`config.mk`:
```
export PLATFORM = sky130hd
export DESIGN_NAME = wake_aggregator
export DESIGN_NICKNAME = d
export VERILOG_FILES = /design/src/rtl/wake_pkg.sv /design/src/rtl/wake_regs.sv /design/src/rtl/wake_fold.sv /design/src/rtl/wake_pend.sv /design/src/rtl/wake_aggregator.sv
export SDC_FILE = /design/constraint.sdc
export NUM_CORES = 1
export LEC_CHECK = 0
export ABC_AREA = 1
export BUFFER_PORTS_ARGS = -buffer_cell sky130_fd_sc_hd__buf_2
export CAP_MARGIN = 20
export CORE_MARGIN = 3
export CORE_UTILIZATION = 23
export DETAILED_ROUTE_END_ITERATION = 8
export SYNTH_ARGS = -nofsm -noshare
export SYNTH_HDL_FRONTEND = slang
export SYNTH_SLANG_ARGS = --single-unit
```
`constraint.sdc`:
```
create_clock -name clk -period 1.4 [get_ports clk]
set_input_delay 0.07 -clock clk [delete_from_list [all_inputs] [get_ports clk]]
set_output_delay 0.07 -clock clk [all_outputs]
set_load 0.005 [all_outputs]
```
`src/rtl/wake_pkg.sv`:
```
// Shared constants for the wake-up aggregator: register offsets and group geometry.
package wake_pkg;
    localparam int unsigned REG_AW   = 8;
    localparam int unsigned REG_DW   = 32;
    localparam int unsigned GROUP_SZ = 8;

    localparam logic [REG_AW-1:0] OFS_CTRL   = 8'h0C;
    localparam logic [REG_AW-1:0] OFS_PEND0  = 8'h10;
    localparam logic [REG_AW-1:0] OFS_EN0    = 8'h40;
    localparam logic [REG_AW-1:0] OFS_MUXEN0 = 8'hC0;
endpackage

```
`src/rtl/wake_regs.sv`:
```
// Register file and read decode for the aggregator.
// Holds top-level enables, per-line mux gates and the trigger mode.
// Assumes word-aligned accesses. Any other offset reads 0 and ignores writes.
module wake_regs
    import wake_pkg::*;
#(
    parameter int unsigned    TOP_BITS  = 64,
    parameter int unsigned    MUX_BITS  = 128,
    parameter logic [127:0]   MUX_VALID = {128{1'b1}}
) (
    input  logic                clk,
    input  logic                rst_n,
    input  logic                wr_en,
    input  logic [REG_AW-1:0]   addr,
    input  logic [REG_DW-1:0]   wr_data,
    input  logic [TOP_BITS-1:0] pend,
    output logic [REG_DW-1:0]   rd_data,
    output logic [TOP_BITS-1:0] en_q,
    output logic [MUX_BITS-1:0] mux_en_q,
    output logic [1:0]          ctrl_q
);
    localparam int unsigned EN_WORDS  = TOP_BITS / REG_DW;
    localparam int unsigned MUX_WORDS = MUX_BITS / REG_DW;
    localparam logic [MUX_BITS-1:0] VALID_M = MUX_VALID[MUX_BITS-1:0];

    // Register update: reset defaults, then word writes by offset.
    always_ff @(posedge clk) begin
        if (!rst_n) begin
            en_q     <= TOP_BITS'(1);
            mux_en_q <= '0;
            ctrl_q   <= '0;
        end else if (wr_en) begin
            if (addr == OFS_CTRL)
                ctrl_q <= wr_data[1:0];
            for (int w = 0; w < EN_WORDS; w++)
                if (addr == OFS_EN0 + REG_AW'(4 * w))
                    en_q[w*REG_DW +: REG_DW] <= wr_data;
            for (int w = 0; w < MUX_WORDS; w++)
                if (addr == OFS_MUXEN0 + REG_AW'(4 * w))
                    mux_en_q[w*REG_DW +: REG_DW] <= wr_data & VALID_M[w*REG_DW +: REG_DW];
        end
    end

    // Read decode: select the word addressed, zero otherwise.
    always_comb begin
        rd_data = '0;
        if (addr == OFS_CTRL)
            rd_data = {{(REG_DW-2){1'b0}}, ctrl_q};
        for (int w = 0; w < EN_WORDS; w++) begin
            if (addr == OFS_PEND0 + REG_AW'(4 * w))
                rd_data = pend[w*REG_DW +: REG_DW];
            if (addr == OFS_EN0 + REG_AW'(4 * w))
                rd_data = en_q[w*REG_DW +: REG_DW];
        end
        for (int w = 0; w < MUX_WORDS; w++)
            if (addr == OFS_MUXEN0 + REG_AW'(4 * w))
                rd_data = mux_en_q[w*REG_DW +: REG_DW];
    end
endmodule

```
`src/rtl/wake_fold.sv`:
```
// Builds the top-level source vector.
// Bit 0 is the non-maskable level and the next bits are direct lines.
// Each group of eight gated mux lines folds into one bit, starting at FIRST_MUX.
// Assumes FIRST_MUX + MUX_GROUPS <= TOP_BITS and 8*MUX_GROUPS <= MUX_BITS.
module wake_fold
    import wake_pkg::*;
#(
    parameter int unsigned TOP_BITS   = 64,
    parameter int unsigned MUX_BITS   = 128,
    parameter int unsigned FIRST_MUX  = 19,
    parameter int unsigned MUX_GROUPS = 13
) (
    input  logic                 nmi_in,
    input  logic [FIRST_MUX-2:0] direct_src,
    input  logic [MUX_BITS-1:0]  mux_src,
    input  logic [MUX_BITS-1:0]  mux_en_q,
    output logic [TOP_BITS-1:0]  src_top
);
    localparam int unsigned TOP_USED = FIRST_MUX + MUX_GROUPS;
    localparam int unsigned MUX_USED = GROUP_SZ * MUX_GROUPS;

    // Direct part of the source vector.
    assign src_top[0]             = nmi_in;
    assign src_top[FIRST_MUX-1:1] = direct_src;

    // One OR-reduction per group of gated mux lines.
    for (genvar g = 0; g < MUX_GROUPS; g++) begin : g_group
        assign src_top[FIRST_MUX+g] =
            |(mux_src[g*GROUP_SZ +: GROUP_SZ] & mux_en_q[g*GROUP_SZ +: GROUP_SZ]);
    end

    // Top-level bits with no group behind them stay low.
    for (genvar b = TOP_USED; b < TOP_BITS; b++) begin : g_idle
        assign src_top[b] = 1'b0;
    end

    // Mux lines beyond the last group feed nothing.
    if (MUX_USED < MUX_BITS) begin : g_spare
        logic unused_spare;
        assign unused_spare = ^{mux_src[MUX_BITS-1:MUX_USED], mux_en_q[MUX_BITS-1:MUX_USED]};
    end
endmodule

```
`src/rtl/wake_pend.sv`:
```
// Gates the source vector with the enables and registers the wake request.
module wake_pend #(
    parameter int unsigned TOP_BITS = 64
) (
    input  logic                clk,
    input  logic                rst_n,
    input  logic [TOP_BITS-1:0] src_top,
    input  logic [TOP_BITS-1:0] en_q,
    output logic [TOP_BITS-1:0] pend,
    output logic                wake_q
);
    // Pending view: live source ANDed with enable.
    assign pend = src_top & en_q;

    // Wake request: one register stage after the OR of pending bits.
    always_ff @(posedge clk) begin
        if (!rst_n) wake_q <= 1'b0;
        else        wake_q <= |pend;
    end
endmodule

```
`src/rtl/wake_aggregator.sv`:
```
// Top of the wake-up aggregator.
// Folds direct and grouped mux sources into a 64-bit pending/enable view.
// Drives a registered wake request.
// Assumes a synchronous active-low reset and word-aligned register accesses.
module wake_aggregator
    import wake_pkg::*;
#(
    parameter int unsigned  TOP_BITS   = 64,
    parameter int unsigned  MUX_BITS   = 128,
    parameter int unsigned  FIRST_MUX  = 19,
    parameter int unsigned  MUX_GROUPS = 13,
    parameter logic [127:0] MUX_VALID  = 128'h0000000F_FFFFFFFF_FFF80000_FFFFFFFF
) (
    input  logic                 clk,
    input  logic                 rst_n,
    input  logic                 nmi_in,
    input  logic [FIRST_MUX-2:0] direct_src,
    input  logic [MUX_BITS-1:0]  mux_src,
    input  logic                 reg_wr,
    input  logic [7:0]           reg_addr,
    input  logic [31:0]          reg_wdata,
    output logic [31:0]          reg_rdata,
    output logic [TOP_BITS-1:0]  pend_out,
    output logic                 wake_req,
    output logic [1:0]           trig_mode
);
    logic [TOP_BITS-1:0] en_q;
    logic [MUX_BITS-1:0] mux_en_q;
    logic [TOP_BITS-1:0] src_top;

    wake_regs #(
        .TOP_BITS (TOP_BITS),
        .MUX_BITS (MUX_BITS),
        .MUX_VALID(MUX_VALID)
    ) i_regs (
        .clk     (clk),
        .rst_n   (rst_n),
        .wr_en   (reg_wr),
        .addr    (reg_addr),
        .wr_data (reg_wdata),
        .pend    (pend_out),
        .rd_data (reg_rdata),
        .en_q    (en_q),
        .mux_en_q(mux_en_q),
        .ctrl_q  (trig_mode)
    );

    wake_fold #(
        .TOP_BITS  (TOP_BITS),
        .MUX_BITS  (MUX_BITS),
        .FIRST_MUX (FIRST_MUX),
        .MUX_GROUPS(MUX_GROUPS)
    ) i_fold (
        .nmi_in    (nmi_in),
        .direct_src(direct_src),
        .mux_src   (mux_src),
        .mux_en_q  (mux_en_q),
        .src_top   (src_top)
    );

    wake_pend #(
        .TOP_BITS(TOP_BITS)
    ) i_pend (
        .clk    (clk),
        .rst_n  (rst_n),
        .src_top(src_top),
        .en_q   (en_q),
        .pend   (pend_out),
        .wake_q (wake_req)
    );
endmodule

```
After elaboration in Yosys (flattened, before gate mapping)
Cells that the tools add are included.
Storage, ports and cells
  logic and storage cells: 57
  output and inout bits: 99
  bits of input ports: 190
  memories: 0
  bits in latches: 0
  ROM bits: 0
  RAM bits: 0
  register bits: 148
Cells by class
  add/sub/neg operators: 0
  shift operators: 0
  reduce and logical (&&, ||, !) cells: 19
  div/mod/pow operators: 0
  mux-type cells: 9
  bitwise gates (word level): 12
  multipliers: 0
  magnitude comparators: 0
  equality and inequality tests: 9
Operator list (count)
  2-to-1 mux 32 bit: 8
  OR reduction 8 bit: 11
  bitwise AND 8 bit: 10
  bitwise AND 32 x 64 -> 64 bit: 1
  OR reduction 64 bit: 1
  == test 8 bit (second input constant): 4
  == test 8 x 5 -> 1 bit (second input constant): 2
  == test 8 x 7 -> 1 bit (second input constant): 2
  AND reduction 2 bit: 7
  bitwise AND 8 x 4 -> 8 bit: 1
  == test 8 x 4 -> 1 bit (second input constant): 1
  2-to-1 mux 2 bit: 1

Longest topological paths before layout
Gate-level depths: netlist of the first run.
  word-level depth: 11
  gate-level depth with buffers: 11
  gate-level depth less buffers: 10

By module
A second synthesis of the first run with hierarchy kept.
Second synthesis, totals
  cells, all modules: 1534
  area, all modules: 9300.2 um^2
Modules (own cells, without submodules)
  wake_regs: cells an instance 1093, times used 1, area each 7437.1 um^2, seq. area each 2942.8 um^2
  wake_fold: cells an instance 247, times used 1, area each 1118.6 um^2, seq. area each 0.0 um^2
  wake_pend: cells an instance 194, times used 1, area each 744.5 um^2, seq. area each 20.0 um^2

Least setup slack after synthesis of the first run
OpenSTA, ideal clock, no wires.
  kind: in2reg
  start point: in reg_addr[4]
  end point: reg i_regs.mux_en_q[23]
  data required time: 1.284 ns
  setup slack: 0.179 ns
  setup time: 0.116 ns
  stages: 11
  arrival time: 1.105 ns
  buffers on the path: 1
  cells stage by stage: inv_1 nand2_2 nor2_8 inv_4 nor2_8 inv_2 nor2_8 inv_4 buf_6 nor2_1 nor2_1
On the way
  word-level cells in the longest chain between the ends: 2
RTL lines
  start: declaration: line wake_aggregator.sv:20  | input logic [7:0] reg_addr,
  == test 8 bit: line wake_regs.sv:39  | if (addr == OFS_MUXEN0 + REG_AW'(4 * w))
  AND reduction 2 bit (no line)
  end signal: indexed assignment: line wake_regs.sv:40  | mux_en_q[w*REG_DW +: REG_DW] <= wr_data & VALID_M[w*REG_DW +: REG_DW];
  end: declaration: line wake_regs.sv:19  | output logic [MUX_BITS-1:0] mux_en_q,
No other way between the ends.
A chain may end at the register's enable or synchronous reset.

Final worst setup path of the first run
  start point: reg i_regs.mux_en_q[66]
  end point: out reg_rdata[27]
On the way
  word-level cells in the longest chain between the ends: 11
RTL lines
  bitwise AND 8 bit: line wake_fold.sv:29  | |(mux_src[g*GROUP_SZ +: GROUP_SZ] & mux_en_q[g*GROUP_SZ +: GROUP_SZ]);
  OR reduction 8 bit: line wake_fold.sv:29
  bitwise AND 32 x 64 -> 64 bit: line wake_pend.sv:13  | assign pend = src_top & en_q;
  2-to-1 mux 32 bit: line wake_regs.sv:50  | if (addr == OFS_PEND0 + REG_AW'(4 * w))
  2-to-1 mux 32 bit: line wake_regs.sv:52  | if (addr == OFS_EN0 + REG_AW'(4 * w))
  2-to-1 mux 32 bit: line wake_regs.sv:50
  2-to-1 mux 32 bit: line wake_regs.sv:52
  2-to-1 mux 32 bit (4 in series): line wake_regs.sv:56  | if (addr == OFS_MUXEN0 + REG_AW'(4 * w))
  end: declaration: line wake_aggregator.sv:22  | output logic [31:0] reg_rdata,
No other way between the ends.

==> reports/results.ini, run 1 <==
[setup_path]
cpPeakStageDelay_ps = 330
crit_family = simple AND/OR/NAND/NOR gates
path_cells = nand2_2 -> nand2_1 -> nor2_2 -> nand2_2 -> nand3_2 -> nand4_1 -> nand2_1 -> a21oi_1 -> buf_2
cp.required_ps = 1330
ff2ff_path_depth = 12
cp-start-kind = flip-flop
crit-reg2reg-launch = i_regs.mux_en_q[77]
criticalPathCategory = reg -> out
timing.rr.end = i_pend.wake_q
crit_arrival_ps = 1650
cp-end-kind = output pin
crit_slowest_cell = dfxtp_2
rrSetupSlack_ps = -70
path_max_fanout = 2
crit_buf_inv = 1

[grt]
grt_pass1_vias = 9055
antenna_found_initial = 2
grt_max_degree = 36
grt-ovfl-total = 0
track_usage = 0.181
grt_pass1_wl_mm = 50.2

[synth]
synthCells = 1186
synth.distinct_cells = 30
synth-seq-area-share = 0.383
synth_area_um2 = 7730
synth-seq-cells = 148
synth_area_per_cell_um2 = 6.52
synth_edf_count = 0
synthFlopType = dfxtp_1
ys_async_sr_fraction = 0
yosysWarnings = 0

[timing]
setup_viol = 43
setup_ws_ps = -320
fin_worst_skew_ps = 7.76
hold_viol_final = 0
post-route-period-util = 1.23
fmax_mhz = 581
post-route-min-period_ps = 1720
rsz0062_at_grt = true
slew_viol_final = 0

[floorplan]
dieHeight_um = 189
rows = 66
fp.dieArea_um2 = 35900
initial_core_util = 0.235
core_um2 = 32900
io-pin-count = 289
die_w_um = 189

[drt]
drtIter0Drc = 679
ant_nets = 0
drc_errors = 0
firstDrtPassIters = 5
vias = 9320
routed_wl_mm = 33.9
via_per_inst = 4.62
wire_per_inst_um = 16.8

[power]
power_density_nw_per_um2 = 813
p_leak_uw = 0.00616
vdd_drop_max_uv = 792
p_total_uw = 10300

[finish]
layout.cells.non_filler = 2016
fin_area_um2 = 12700
final_util = 0.385
final_layout_size_suffix_gt1_frac = 0.439
area_delta_synth_final_pct = 63.8
layout_commonest_cell = nand2_1
layout_common_cells = nand2_1 (263), buf_2 (197), nor2_1 (136)
finalNetCount = 1749

[placed_design]
place_inst = 1887
gp_congestion = 0.824
io_buffers = 207
dp_hpwl_mm = 23.9
place_ws_ps = -323
placed_cell_area_um2 = 9920

[cts]
h-tree-depth = 4
cts_tree = built
clk_pin_slew_worst_paths_ps = 70
cts.sinks = 148
cts.path.max_buffers = 2
cts_root_buf = clkbuf_16
numCtsBuffers = 17
clock_latency_ps = 430

[min_path]
hold_depth = 3
min_path_type = in -> reg
hold_path_startpoint = rst_n
min_to = i_regs.en_q[49]

[status]
outcome = complete, but fails checks
violations = setup timing

[flow_run]
maxCapViolations = 0

## tightest hold or removal path, cell delays in order
cell and delay (ps):
buf_2 130, inv_2 170, a21oi_1 150
## per-stage QoR
step	setup TNS, ps	hold WS [ps]
global route	-9500	134
finish	-6040	134
CTS	-7460	118
detailed placement	-23320	360
floorplan	0	205
global placement	-22860	355
## layer usage
| metal | wire length, um | part of all wire | up-vias | track usage |
|---|---|---|---|---|
| met5 | 0 | 0 | - | 0 |
| met4 | 1070 | 0.031 | 0 | 0.0677 |
| met3 | 1880 | 0.055 | 67 | 0.0335 |
| met2 | 16400 | 0.48 | 385 | 0.308 |
| met1 | 14600 | 0.43 | 4330 | 0.226 |
| li1 | - | - | 4538 | - |
## cells by family after synthesis
logic type / Yosys count / synth area share
DFF: 148 / 0.383
AOI/OAI and AO/OA: 258 / 0.177
other: 1 / 0.000485
and+or+nand+nor: 601 / 0.325
buffers and inverters: 178 / 0.114
## worst max path at each step
stage	startpoint	to	slack, ps	cells after the start
2_1_floorplan	reg_addr[4]	i_regs.mux_en_q[23]	180	11
3_3_place_gp	reg_addr[4]	reg_rdata[27]	-360	12
3_5_place_dp	reg_addr[4]	reg_rdata[27]	-320	12
4_1_cts	i_regs.mux_en_q[89]	reg_rdata[30]	-410	11
5_1_grt	i_regs.mux_en_q[83]	reg_rdata[29]	-450	11
6_report	i_regs.mux_en_q[66]	reg_rdata[27]	-320	9
## power by group
part	switching (uW)	internal (uW)	total, uW
combinational	433	325	758
clock	1970	3350	5320
sequential	7.99	4220	4220
## cell type report
| cell class | count | area, um^2 |
|---|---|---|
| Fill cell | 3420 | 20200 |
| Multi-Input combinational cell | 893 | 4800 |
| Timing Repair Buffer | 422 | 3290 |
| Sequential cell | 148 | 3060 |
| Tap cell | 442 | 553 |
| Clock buffer | 19 | 433 |
| Inverter | 77 | 307 |
| Clock inverter | 13 | 229 |
| Antenna cell | 2 | 5.00 |
## Yosys cell counts (4+ instances only)
| master | count | share of area |
|---|---|---|
| a21oi_1 | 120 | 0.078 |
| inv_1 | 71 | 0.034 |
| nand2_1 | 339 | 0.16 |
| nand3_1 | 71 | 0.046 |
| buf_2 | 30 | 0.019 |
| o2111ai_1 | 8 | 0.0091 |
| buf_4 | 37 | 0.036 |
| clkbuf_1 | 29 | 0.014 |
| buf_6 | 4 | 0.0058 |
| nor2_1 | 157 | 0.076 |
| o21ai_0 | 103 | 0.067 |
| nand4_1 | 17 | 0.014 |
| dfxtp_1 | 148 | 0.38 |
| o21ai_1 | 6 | 0.0039 |
| inv_2 | 4 | 0.0019 |
| o211ai_1 | 16 | 0.016 |
## state kept, by name (all words and copies together) (netlist names)
name	cells
i_regs.en_q	64
i_regs.ctrl_q	2
i_pend.wake_q	1
i_regs.mux_en_q	81
## repair_timing
item,CTS,global route
gates cloned,4,2
pin swaps,84,92
hold endpoints to repair,134,0
hold buffers,32,0
resized for setup,217,167
setup endpoints to repair,44,44
setup buffers,55,26
(Power assumes the default switching activity.)
==> run 2, diff against run 1 <==
ABC_AREA = 0   (was 1)
==> run 2 against run 1 <==
The run still ends with setup timing left. Combinational power increased by 19%. Area after synthesis increased by 1.3%. Synthesized cell count decreased by 16%. Critical path depth decreased by 2.
==> reports/results.ini, run 2 <==
[grt]
grt_max_degree = 99  ; +180%
grt_pass1_wl_mm = 51.7  ; +3.1%
track_usage = 0.188  ; +0.00732
grt-ovfl-total = 0  ; unchanged
antenna_found_initial = 1  ; -1
grt_pass1_vias = 8740  ; -3.5%

[drt]
vias = 8908  ; -4.4%
drc_errors = 0  ; unchanged
routed_wl_mm = 35.3  ; +4.0%
drtIter0Drc = 651  ; -4.1%
wire_per_inst_um = 18.8  ; +12%
ant_nets = 0  ; unchanged
via_per_inst = 4.74  ; +2.6%
firstDrtPassIters = 7  ; +2

[cts]
cts_root_buf = clkbuf_16
clock_latency_ps = 440  ; about the same
cts_tree = built
cts.path.max_buffers = 2  ; unchanged
clk_pin_slew_worst_paths_ps = 70  ; about the same
h-tree-depth = 4  ; unchanged
cts.sinks = 148  ; unchanged
numCtsBuffers = 17  ; unchanged

[finish]
layout_common_cells = nand2_1 (298), buf_4 (191), buf_2 (190)
fill_cells = 3394  ; -0.76%
largest_reg_flops = 81  ; unchanged
top_regs = i_regs.mux_en_q (81), i_regs.en_q (64), i_regs.ctrl_q (2)
area_delta_synth_final_pct = 60.9
finalNetCount = 1613  ; -7.8%
layout_commonest_cell = nand2_1
antennaDiodeCount = 0  ; -2
regArea_um2 = 3010  ; -1.4%
final_layout_size_suffix_gt1_frac = 0.435  ; -0.00369
top_register = i_regs.mux_en_q
fin_area_um2 = 12600  ; -0.42%
multiInputGateArea_um2 = 4880  ; +1.7%

[floorplan]
fp.dieArea_um2 = 36300  ; +1.3%
dieHeight_um = 191  ; +0.65%
die_w_um = 191  ; +0.65%
initial_core_util = 0.237  ; +0.00197
io-pin-count = 289  ; unchanged
rows = 66  ; unchanged
core_um2 = 33000  ; +0.50%

[placed_design]
io_buffers = 207  ; unchanged
dp_hpwl_mm = 25.6  ; +7.2%
place_ws_ps = -648  ; -325 ps
gp_congestion = 0.899  ; +9.1%
placed_cell_area_um2 = 10600  ; +7.2%

[setup_path]
crit_buf_inv = 2  ; +1
crit_arrival_ps = 1930  ; +280 ps
crit_slowest_cell = dfxtp_2
cp.required_ps = 1330  ; about the same
path_max_fanout = 2  ; unchanged
criticalPathCategory = reg -> out
path_cells = a22oi_2 -> nand4_1 -> buf_4 -> a21oi_2 -> o21a_1 -> o22ai_2 -> buf_2
cp-end-kind = output pin
crit_family = compound AO/OA/AOI/OAI gates
cp-start-kind = flip-flop
cpPeakStageDelay_ps = 340  ; about the same

[synth]
yosys.area.top_type_share = 0.378  ; -0.00507
synth_area_um2 = 7840  ; +1.3%
ys_async_sr_fraction = 0  ; unchanged
yosysTopAreaCell = dfxtp_1
synth-seq-cells = 148  ; unchanged
synth.distinct_cells = 47  ; +57%
synth.most_common_cell = nand2_1
synthTopCellsByArea = dfxtp_1 (38%), nand2_1 (15%), a21boi_1 (6.6%)
synthCells = 1002  ; -16%
synth_edf_count = 0  ; unchanged
synth_area_per_cell_um2 = 7.82  ; +20%
synth-seq-area-share = 0.378  ; -0.00507
ys_top_cells_by_count = nand2_1 (305), dfxtp_1 (148), a21boi_1 (69)
yosysWarnings = 0  ; unchanged
synthFlopType = dfxtp_1

[timing]
slew_viol_final = 0  ; unchanged
post-route-min-period_ps = 2000  ; +279 ps
setup_viol = 76  ; +77%
finalSetupTns_ps = -18320  ; -12280 ps
post-route-period-util = 1.43  ; +0.200
fmax_mhz = 500  ; -14%
fin_worst_skew_ps = 8.53  ; +0.766 ps
setup_ws_ps = -600  ; -279 ps
rsz0062_at_grt = true
hold_viol_final = 0  ; unchanged
hold_ws_ps = 139  ; +5.67 ps

[power]
vdd_drop_max_uv = 846  ; +6.9%
power_density_nw_per_um2 = 787  ; -3.2%
p_leak_uw = 0.00554  ; -10%

[flow_run]
maxCapViolations = 0  ; unchanged

[min_path]
min_path_type = in -> reg

[status]
violations = setup timing
outcome = complete, but fails checks

## run 2: final cells by class
type	instances	share of cell area
multi-input combinational	770	0.387
timing repair buffer	474	0.279
sequential	148	0.239
tap	442	0.0438
clock buffer	20	0.0362
clock inverter	12	0.0112
inverter	12	0.00357
## run 2: cells by family (layout without fill, tap and decap cells)
group,after synthesis,after routing,synth area share
AND/OR/NAND/NOR,414,414,0.234
AO/OA/AOI/OAI,297,297,0.276
flip-flops,148,148,0.378
buffers and inverters,117,518,0.0798
multiplexers,25,25,0.0319
other,1,34,0.000478
## run 2: power by group
part           internal, uW  switching [uW]  leakage (uW)  total [uW]
clock                  2750            2050      0.000289        4810
sequential             4210            5.47       0.00121        4220
combinational           434             467       0.00404         901
total                  7400            2530       0.00554        9930
## run 2: path summary, 6_finish.rpt
check,from,endpoint,slack (ps),cells after the start
hold reg to reg,i_regs.en_q[55],i_regs.en_q[55],460,2
setup reg to reg,i_regs.en_q[14],i_pend.wake_q,-520,5
setup / recovery,i_regs.mux_en_q[88],reg_rdata[30],-600,7
hold / removal,rst_n,i_regs.en_q[0],140,3
## run 2: per-stage QoR
stage	cells	utilization	power, uW
after floorplan	1035	-	4650
after global placement	1786	0.322	5070
after detailed placement	1786	0.322	5070
after CTS	1867	0.372	9960
after global routing	1878	0.382	10200
final	1878	0.382	9930
## run 2: worst min-delay path: cells and delay by family
kind	cells	cell delay [ps]
simple gates	1	110
buf+inv	2	310
## run 2: per-layer routing
metal  vias to the layer above  GRT usage  routed length [um]
li1                       4253          -                   -
met5                         -          0                  13
met4                         2     0.0629                 882
met1                      4256      0.247               15500
met2                       348      0.309               16700
met3                        49     0.0375                2280
## run 2: repair_timing
action	CTS	global route
gates cloned	2	2
hold endpoints to repair	140	0
setup buffers	15	12
hold buffers	32	0
resized for setup	149	90
endpoints found under the setup margin	46	103
pin swaps	72	54
